===== config.mk =====
export PLATFORM = sky130hd
export DESIGN_NAME = vliw_slot_gate
export DESIGN_NICKNAME = d
export VERILOG_FILES = /design/src/rtl/vliw_slot_pkg.sv /design/src/rtl/vlsc_slot_check.sv /design/src/rtl/vlsc_bundle_eval.sv /design/src/rtl/vlsc_dispatch_stage.sv /design/src/rtl/vliw_slot_gate.sv
export SDC_FILE = /design/constraint.sdc
export NUM_CORES = 1
export LEC_CHECK = 0
export ABC_AREA = 1
export CAP_MARGIN = 10
export CORE_ASPECT_RATIO = 1.75
export CORE_MARGIN = 2
export CORE_UTILIZATION = 49
export DETAILED_ROUTE_END_ITERATION = 10
export DONT_BUFFER_PORTS = 1
export GPL_TIMING_DRIVEN = 0
export HOLD_SLACK_MARGIN = 0.06
export PLACE_DENSITY = 0.63
export SLEW_MARGIN = 20
export SYNTH_ARGS = -nofsm -noshare
export SYNTH_HDL_FRONTEND = slang
export SYNTH_SLANG_ARGS = --single-unit

===== constraint.sdc =====
create_clock -name clk -period 1.3 [get_ports clk]
set_input_delay 0 -clock clk [delete_from_list [all_inputs] [get_ports clk]]
set_output_delay 0 -clock clk [all_outputs]
set_load 0.05 [all_outputs]

===== src/rtl/vliw_slot_pkg.sv =====
package vliw_slot_pkg;

  localparam int TAG_W   = 3;
  localparam int CLS_NUM = 1 << TAG_W;

  typedef enum logic [TAG_W-1:0] {
    CLS_NOP    = 3'd0,
    CLS_ALU    = 3'd1,
    CLS_MAC    = 3'd2,
    CLS_LOAD   = 3'd3,
    CLS_STORE  = 3'd4,
    CLS_BRANCH = 3'd5,
    CLS_RSV6   = 3'd6,
    CLS_RSV7   = 3'd7
  } op_class_e;

  typedef logic [CLS_NUM-1:0] cap_mask_t;

  // Bit for one class inside a capability mask.
  function automatic cap_mask_t cls_bit(input op_class_e c);
    cap_mask_t m;
    m = '0;
    m[c] = 1'b1;
    return m;
  endfunction

  // Mask as the checker applies it: NOP always allowed, reserved codes
  // never allowed, stores only where the slot index permits them.
  function automatic cap_mask_t effective_mask(input cap_mask_t raw,
                                               input bit store_ok);
    cap_mask_t m;
    m = raw | cls_bit(CLS_NOP);
    m = m & ~(cls_bit(CLS_RSV6) | cls_bit(CLS_RSV7));
    if (!store_ok) m = m & ~cls_bit(CLS_STORE);
    return m;
  endfunction

endpackage


===== src/rtl/vlsc_slot_check.sv =====
module vlsc_slot_check
  import vliw_slot_pkg::*;
#(
  parameter int        SLOT_IDX = 0,
  parameter cap_mask_t RAW_MASK = 8'h03
) (
  input  logic [TAG_W-1:0] tag,
  output logic             bad,
  output logic             issue
);

  localparam bit        STORE_OK = (SLOT_IDX == 0);
  localparam cap_mask_t EFF_MASK = effective_mask(RAW_MASK, STORE_OK);

  op_class_e cls;

  always_comb begin
    cls   = op_class_e'(tag);
    bad   = ~EFF_MASK[cls];
    issue = (cls != CLS_NOP) && EFF_MASK[cls];
  end

endmodule


===== src/rtl/vlsc_bundle_eval.sv =====
module vlsc_bundle_eval
  import vliw_slot_pkg::*;
#(
  parameter int                    NUM_SLOTS = 5,
  parameter int                    BUNDLE_W  = 128,
  parameter cap_mask_t [4:0]       CAP_MASK  = {8'h23, 8'h07, 8'h07, 8'h0F, 8'h1B},
  localparam int                   SLOT_W    = BUNDLE_W / NUM_SLOTS,
  localparam int                   USED_W    = SLOT_W * NUM_SLOTS
) (
  input  logic [BUNDLE_W-1:0]  bundle,
  output logic [NUM_SLOTS-1:0] bad,
  output logic [NUM_SLOTS-1:0] issue,
  output logic [USED_W-1:0]    fields,
  output logic                 ok
);

  localparam int PAD_W = BUNDLE_W - USED_W;

  for (genvar k = 0; k < NUM_SLOTS; k++) begin : g_slot
    logic [SLOT_W-1:0] fld;
    assign fld = bundle[k*SLOT_W +: SLOT_W];
    assign fields[k*SLOT_W +: SLOT_W] = fld;

    vlsc_slot_check #(
      .SLOT_IDX (k),
      .RAW_MASK (CAP_MASK[k])
    ) u_chk (
      .tag   (fld[TAG_W-1:0]),
      .bad   (bad[k]),
      .issue (issue[k])
    );
  end

  if (PAD_W > 0) begin : g_pad
    logic unused_pad;
    assign unused_pad = ^bundle[BUNDLE_W-1:USED_W];
  end

  assign ok = ~|bad;

endmodule


===== src/rtl/vlsc_dispatch_stage.sv =====
module vlsc_dispatch_stage #(
  parameter int NUM_SLOTS = 5,
  parameter int OPS_W     = 125
) (
  input  logic                 clk,
  input  logic                 rst_n,
  input  logic                 in_valid,
  output logic                 in_ready,
  input  logic                 in_ok,
  input  logic [NUM_SLOTS-1:0] in_issue,
  input  logic [NUM_SLOTS-1:0] in_bad,
  input  logic [OPS_W-1:0]     in_ops,
  input  logic                 exec_ready,
  output logic [NUM_SLOTS-1:0] slot_vld,
  output logic [OPS_W-1:0]     slot_ops,
  output logic                 illegal_req,
  output logic [NUM_SLOTS-1:0] slot_err
);

  logic [NUM_SLOTS-1:0] vld_q;
  logic [OPS_W-1:0]     ops_q;
  logic                 ill_q;
  logic [NUM_SLOTS-1:0] err_q;
  logic                 busy;
  logic                 take;
  logic                 take_good;
  logic                 take_bad;

  assign busy      = |vld_q;
  assign in_ready  = ~busy | exec_ready;
  assign take      = in_valid & in_ready;
  assign take_good = take & in_ok & (|in_issue);
  assign take_bad  = take & ~in_ok;

  always_ff @(posedge clk or negedge rst_n) begin
    if (!rst_n) begin
      vld_q <= '0;
      ops_q <= '0;
      ill_q <= 1'b0;
      err_q <= '0;
    end else begin
      ill_q <= take_bad;
      err_q <= take_bad ? in_bad : '0;
      if (take_good) begin
        vld_q <= in_issue;
        ops_q <= in_ops;
      end else if (exec_ready) begin
        vld_q <= '0;
      end
    end
  end

  assign slot_vld    = vld_q;
  assign slot_ops    = ops_q;
  assign illegal_req = ill_q;
  assign slot_err    = err_q;

endmodule


===== src/rtl/vliw_slot_gate.sv =====
module vliw_slot_gate
  import vliw_slot_pkg::*;
#(
  parameter int              NUM_SLOTS = 5,
  parameter int              BUNDLE_W  = 128,
  parameter cap_mask_t [4:0] CAP_MASK  = {8'h23, 8'h07, 8'h07, 8'h0F, 8'h1B},
  localparam int             SLOT_W    = BUNDLE_W / NUM_SLOTS,
  localparam int             OPS_W     = SLOT_W * NUM_SLOTS
) (
  input  logic                 clk,
  input  logic                 rst_n,
  input  logic                 bndl_valid,
  output logic                 bndl_ready,
  input  logic [BUNDLE_W-1:0]  bndl_data,
  output logic                 bndl_legal,
  output logic [NUM_SLOTS-1:0] slot_vld,
  output logic [OPS_W-1:0]     slot_ops,
  input  logic                 exec_ready,
  output logic                 illegal_req,
  output logic [NUM_SLOTS-1:0] slot_err
);

  logic [NUM_SLOTS-1:0] ev_bad;
  logic [NUM_SLOTS-1:0] ev_issue;
  logic [OPS_W-1:0]     ev_fields;
  logic                 ev_ok;

  vlsc_bundle_eval #(
    .NUM_SLOTS (NUM_SLOTS),
    .BUNDLE_W  (BUNDLE_W),
    .CAP_MASK  (CAP_MASK)
  ) u_eval (
    .bundle (bndl_data),
    .bad    (ev_bad),
    .issue  (ev_issue),
    .fields (ev_fields),
    .ok     (ev_ok)
  );

  vlsc_dispatch_stage #(
    .NUM_SLOTS (NUM_SLOTS),
    .OPS_W     (OPS_W)
  ) u_disp (
    .clk         (clk),
    .rst_n       (rst_n),
    .in_valid    (bndl_valid),
    .in_ready    (bndl_ready),
    .in_ok       (ev_ok),
    .in_issue    (ev_issue),
    .in_bad      (ev_bad),
    .in_ops      (ev_fields),
    .exec_ready  (exec_ready),
    .slot_vld    (slot_vld),
    .slot_ops    (slot_ops),
    .illegal_req (illegal_req),
    .slot_err    (slot_err)
  );

  assign bndl_legal = ev_ok;

endmodule


# Word-level counts from Yosys, hierarchy flattened
# Memories as Yosys holds them, arrays and structs flattened.
# Cells that the tools add are included.
# totals
word_cells,48
mem_count,5
regBits,136
output_inout_bits,138
rom_bits,40
# memory_table
name,depth,width,rd,rd_clocked_by_memory_dff,write_ports,line_no,rtl
(no name shown),8,1,1,0,0,vlsc_slot_check.sv:20,issue = (cls != CLS_NOP) && EFF_MASK[cls];
(no name shown),8,1,1,0,0,vlsc_slot_check.sv:20,
(no name shown),8,1,1,0,0,vlsc_slot_check.sv:20,
(no name shown),8,1,1,0,0,vlsc_slot_check.sv:20,
(no name shown),8,1,1,0,0,vlsc_slot_check.sv:20,
# classes
muxes,8
order_cmp,5
bitwise,11
reduce_logical,15
# op_table
op,n
$lt 3x4->1 const B,5
$mux 5,3
$reduce_bool 3->1,5
$reduce_or 5->1,3
$not 1->1,6
$logic_and 1x1->1,5
$mux 1,5
$and 1x1->1,4
$reduce_bool 2->1,1
$logic_not 1->1,1
$or 1x1->1,1

# Longest topological paths before layout
# logic_depth
ltp_word,8
ltp_mapped,12

# Modules after synthesis
# From an unflattened synthesis, not the netlist that was laid out.
# unflattened
hier_cells,735
area_unflattened_um2,7031.7
# modules_own_cells
module,cells_per_inst,area_per_inst_um2,n_inst
vlsc_dispatch_stage,578,5950.7,1
vlsc_bundle_eval,132,964.7,1
vlsc_slot_check (u_eval.g_slot[2].u_chk ...),5,23.8,2
vlsc_slot_check (u_eval.g_slot[0].u_chk),8,35.0,1
vlsc_slot_check (u_eval.g_slot[4].u_chk),4,18.8,1
vlsc_slot_check (u_eval.g_slot[1].u_chk),3,15.0,1

# Worst setup path before layout
# No wires, ideal clock.
# synth_timing
path_kind,reg2reg
start,"register u_disp.vld_q[3], in the netlist u_disp.slot_vld[3]"
end,"register u_disp.ops_q[10], in the netlist u_disp.slot_ops[10]"
setup_slack_ns,-0.846
synth_period_minus_slack_ns,2.146
setup_time_ns,0.119
t_required_ns,1.181
arrival_ns,2.026
path_stages_with_launch,11
cell_sequence,dfrtp_1 -> nor2_1 -> nand3b_1 -> nand2_1 -> nand2_1 -> nor2_4 -> nand2_2 -> buf_6 -> buf_6 -> nand2_1 -> nand2_1
# synth_between
elab_chain_cells,6
# synth_rtl
element,line_no,rtl
from (decl),vlsc_dispatch_stage.sv:20,logic [NUM_SLOTS-1:0] vld_q;
from (signal assigned),vlsc_dispatch_stage.sv:45,vld_q <= in_issue;
$reduce_or 5->1,vlsc_dispatch_stage.sv:29,assign busy = |vld_q;
$not 1->1,vlsc_dispatch_stage.sv:30,assign in_ready = ~busy | exec_ready;
$or 1x1->1,vlsc_dispatch_stage.sv:30,
net bndl_ready,vliw_slot_gate.sv:13,"output logic bndl_ready,"
$and 1x1->1,vlsc_dispatch_stage.sv:31,assign take = in_valid & in_ready;
$and 1x1->1 (2 in a row),vlsc_dispatch_stage.sv:32,assign take_good = take & in_ok & (|in_issue);
to (signal assigned),vlsc_dispatch_stage.sv:46,ops_q <= in_ops;
to (decl),vlsc_dispatch_stage.sv:21,logic [OPS_W-1:0] ops_q;
# The timed path passes the listed nets, and every way through them passes these cells.
# A chain may end at the register's enable or synchronous reset.

# Final worst setup path
# layout_timing
start,"register u_disp.vld_q[3], in the netlist u_disp.slot_vld[3]"
end,"register u_disp.ops_q[36], in the netlist u_disp.slot_ops[36]"
# The elaborated chain is that of the path after synthesis.

==> impl_metrics.prom <==
# TYPE chip_impl_metric gauge
chip_impl_info{name="outcome",value="finished with violations"} 1
chip_impl_info{name="failed_checks",value="hold timing, setup timing"} 1
chip_impl_metric{name="max-slew-margin-rel",unit="%"} 62.2
chip_impl_metric{name="critical-path-max-stage-delay",unit="ps"} 530
chip_impl_metric{name="gr-total-overflow",unit=""} 0
chip_impl_metric{name="routed_wirelength",unit="µm"} 17300
chip_impl_metric{name="post_route_cells_drive_above_1_share",unit="%"} 21.4
chip_impl_metric{name="yosys_warnings",unit=""} 0
chip_impl_info{name="worst_setup_path_start_kind",value="flip-flop"} 1
chip_impl_info{name="critical-path-slowest-cell",value="dfrtp_2"} 1
chip_impl_metric{name="critical_path_arrival",unit="ps"} 2320
chip_impl_info{name="worstReg2RegStart",value="u_disp.slot_vld[3]"} 1
chip_impl_metric{name="tritoncts_num_sinks",unit=""} 136
chip_impl_metric{name="ys_ff_latch",unit=""} 136
chip_impl_metric{name="cellPowerDensity",unit="nW/µm²"} 1540
chip_impl_metric{name="syn_avg_cell_area",unit="µm²"} 8.96
chip_impl_info{name="clk_root_buffer_cell",value="clkbuf_16"} 1
chip_impl_info{name="grt.busiest_layer",value="met2"} 1
chip_impl_metric{name="worst_ep_required_time",unit="ps"} 1580
chip_impl_metric{name="die_area",unit="µm²"} 12100
chip_impl_metric{name="grt_pass1_vias",unit=""} 4953
chip_impl_metric{name="synth.cell_area",unit="µm²"} 5500
chip_impl_metric{name="swShare",unit="%"} 35.6
chip_impl_metric{name="cts-buffers-inserted",unit=""} 17
chip_impl_metric{name="synth_nets",unit=""} 746
chip_impl_metric{name="grt_start_max_net_pins",unit=""} 137
chip_impl_metric{name="global_route.usage.met2",unit="%"} 48.8
chip_impl_info{name="cp-startpoint",value="u_disp.slot_vld[3]"} 1
chip_impl_metric{name="global_route.usage.total",unit="%"} 26.6
chip_impl_metric{name="crit_fanout",unit=""} 6
chip_impl_metric{name="grtUsageMet1",unit="%"} 28.5
chip_impl_info{name="timing_worst_setup_path_type",value="reg2reg"} 1
chip_impl_metric{name="route.antenna.remaining_nets",unit=""} 0
chip_impl_info{name="critical_path.endpoint_type",value="flip-flop"} 1
chip_impl_metric{name="cts.clk_slew.worst_paths",unit="ps"} 60
chip_impl_metric{name="numPortBuffers",unit=""} 0
chip_impl_metric{name="rows",unit=""} 51
chip_impl_metric{name="firstDrtPassIters",unit=""} 5
chip_impl_info{name="critPathCapture",value="u_disp.slot_ops[36]"} 1
chip_impl_metric{name="hold_ws",unit="ps"} -716
chip_impl_metric{name="rr_worst_depth",unit=""} 10
chip_impl_metric{name="antenna_found_initial",unit=""} 0
chip_impl_metric{name="final_worst_path_period_share",unit="%"} 157
chip_impl_metric{name="dp.cells",unit=""} 746
chip_impl_metric{name="antenna-diode-count",unit=""} 0
chip_impl_metric{name="met3_usage",unit="%"} 8.68
chip_impl_metric{name="number_of_buffers_between_clock_root_and_the_deepest_sink",unit=""} 2
chip_impl_metric{name="area_growth_from_synthesis_to_final_layout",unit="%"} 50.8
chip_impl_info{name="worst_r2r_endpoint",value="u_disp.slot_ops[36]"} 1
chip_impl_metric{name="final-setup-viol-count",unit=""} 137
chip_impl_info{name="tritoncts",value="built"} 1
chip_impl_metric{name="post-route-min-period",unit="ps"} 2040
chip_impl_metric{name="leakage",unit="nW"} 4.33
chip_impl_metric{name="worst_slack",unit="ps"} -735
chip_impl_metric{name="multi_input_area",unit="µm²"} 2050
chip_impl_info{name="worstPathCellList",value="nor2_2, nand3b_1, nand2_4, nand2_4, nor2_4, nand2_4, buf_16, clkbuf_16, nand2_2, nand2_1"} 1
chip_impl_metric{name="cellInternalPower",unit="mW"} 8.20
chip_impl_metric{name="die_width",unit="µm"} 84.1
chip_impl_metric{name="timing.max_cap.violations",unit=""} 0
chip_impl_metric{name="pwr-share-comb",unit="%"} 8.7
chip_impl_metric{name="ctsHtreeMaxLevel",unit=""} 4
chip_impl_metric{name="clkPwrFrac",unit="%"} 37.8
chip_impl_info{name="hold_class",value="in2async"} 1
chip_impl_metric{name="fin_area",unit="µm²"} 8290
chip_impl_metric{name="worstMarginPinSlew",unit="ps"} 567
chip_impl_metric{name="boundaryPins",unit=""} 270
chip_impl_metric{name="achievable-frequency",unit="GHz"} 0.491
chip_impl_metric{name="chipHeight",unit="µm"} 144
chip_impl_metric{name="reg2reg_slack",unit="ps"} -740
chip_impl_metric{name="timing_max_transition_violations_final",unit=""} 0
chip_impl_metric{name="drc",unit=""} 0
chip_impl_metric{name="routed_via_density",unit=""} 5.36
chip_impl_metric{name="initial_util",unit="%"} 49.8
chip_impl_metric{name="routed_wire_length_per_instance",unit="µm"} 18.7
chip_impl_metric{name="final-seq-area",unit="µm²"} 3410
chip_impl_metric{name="hold_viol_final",unit=""} 136
chip_impl_metric{name="fillerInstances",unit=""} 726
chip_impl_metric{name="power.net_switching",unit="mW"} 4.54
chip_impl_metric{name="initialDrtViolationCount",unit=""} 199
chip_impl_metric{name="power.ir.vdd_worst",unit="mV"} 1.11
chip_impl_metric{name="gp_congestion",unit=""} 0.800
chip_impl_metric{name="clock_latency",unit="ps"} 410
chip_impl_metric{name="worst_clock_skew",unit="ps"} 10.6
chip_impl_metric{name="fin_nets",unit=""} 917
chip_impl_info{name="grt_setup_unrepaired",value="yes"} 1
chip_impl_metric{name="yosys.cell_types.count",unit=""} 19
chip_impl_metric{name="placed_area",unit="µm²"} 5690
chip_impl_metric{name="p_seq_share",unit="%"} 53.5
chip_impl_info{name="path_common_cell",value="nand2_4"} 1
chip_impl_metric{name="seq_area_frac_synth",unit="%"} 61.9
chip_impl_metric{name="layout.cells.non_filler",unit=""} 930
chip_impl_metric{name="post_synth_inst_count",unit=""} 614
chip_impl_metric{name="grt_first_pass_wirelength",unit="µm"} 25200
chip_impl_metric{name="half_perimeter_wire_length_after_detailed_placement",unit="µm"} 10600
chip_impl_metric{name="detailroute.via_count",unit=""} 4984
chip_impl_metric{name="placeableCoreArea",unit="µm²"} 11000
-- worst max-delay path: cells and delay by family (launching register included) --
family / cells / cell delay, ps
buf+inv: 2 / 340
simple gates: 8 / 1040
flops: 1 / 530
-- placed cells by master (no fill, tap or decap), types with 5 or more instances in the layout --
master / Yosys / layout
buf_2: 15 / 8
buf_4: 2 / 8
buf_6: 9 / 11
buf_8: 0 / 10
clkbuf_16: 0 / 20
clkbuf_8: 0 / 6
clkinvlp_4: 0 / 5
dfrtp_1: 136 / 131
dfrtp_2: 0 / 5
dlygate4sd3_1: 0 / 129
dlymetal6s4s_1: 0 / 8
inv_1: 15 / 11
inv_2: 4 / 7
inv_6: 0 / 5
nand2_1: 263 / 200
nand2_2: 2 / 52
nand2_4: 0 / 13
nand3_1: 128 / 125
nor2_1: 16 / 10
nor2_2: 0 / 5
-- synth_stat cells --
library cell	instances	share of area, %
a21boi_0	1	0.14
a21oi_2	1	0.16
buf_1	4	0.27
buf_2	15	1.4
buf_4	2	0.27
buf_6	9	1.8
clkbuf_1	9	0.61
dfrtp_1	136	62
inv_1	15	1.0
inv_2	4	0.27
nand2_1	263	18
nand2_2	2	0.23
nand3_1	128	12
nand3b_1	3	0.41
nand4_2	1	0.23
nor2_1	16	1.1
nor2_4	1	0.20
o21ai_0	3	0.27
or2_1	1	0.11
-- area by class of cell --
type / instances / share of cell area, %
plain buffers: 38 / 4.71
clock inverters: 13 / 1.72
clock buffers: 19 / 5.46
flip-flops and latches: 136 / 41.1
inverters: 19 / 0.920
well taps: 132 / 1.99
multi-input cells: 420 / 24.8
repair buffers: 153 / 19.3
-- worst min path at each step --
stage / endpoint / slack (ps) / cells past startpoint
after floorplan: u_disp.illegal_req / -300 / 0
after global placement: u_disp.slot_ops[61] / -290 / 0
after detailed placement: u_disp.slot_ops[60] / -290 / 0
after CTS: u_disp.slot_ops[114] / -730 / 0
after global routing: u_disp.slot_ops[60] / -740 / 0
final: u_disp.slot_ops[61] / -720 / 0
-- through the flow --
step / TNS (ps) / setup WS, ps / utilization, % / total power, mW / hold slack, ps
2_1_floorplan: -55160 / -460 / - / 7.19 / -296
3_3_place_gp: -100010 / -832 / 51.5 / 7.40 / -293
3_5_place_dp: -101480 / -826 / 51.5 / 7.44 / -293
4_1_cts: -85590 / -691 / 71.3 / 12.6 / -734
5_1_grt: -104040 / -863 / 75.1 / 13.1 / -736
6_report: -83900 / -735 / 75.1 / 12.7 / -716
-- what timing repair did --
item / 4_1_cts / 5_1_grt
endpoints found under the setup margin: 137 / 138
setup buffers: 8 / 3
gates cloned: 3 / 3
gates resized for setup: 73 / 83
hold buffers: 128 / 9
pin swaps: 19 / 34
hold endpoints to repair: 268 / 153
-- power by group through the flow --
stage,sequential [mW],combinational [mW],clock [mW]
floorplan,6.71,0.482,0
global placement,6.83,0.562,0
detailed placement,6.84,0.606,0
CTS,6.77,0.961,4.88
global route,6.85,1.24,5.05
finish,6.82,1.11,4.81
-- layer usage --
metal	vias to the layer above	routed length [µm]
li1	2299	-
met1	2401	5920
met2	246	9590
met3	38	1350
met4	0	485
met5	-	0
-- state kept, by name, summed over array words and instances, names as in the netlist --
signal              flops
u_disp.illegal_req      1
u_disp.slot_err         5
u_disp.slot_ops       125
u_disp.slot_vld         5
-- kinds of logic (layout without fill, tap and decap cells) --
family | count (synthesis) | after routing | share of synthesized area (%)
AND/OR/NAND/NOR | 415 | 415 | 31.9
flip-flops | 136 | 136 | 61.9
buffers and inverters | 58 | 242 | 5.67
AO/OA/AOI/OAI | 5 | 5 | 0.569
Note: power is estimated with default switching activity, not from simulation.
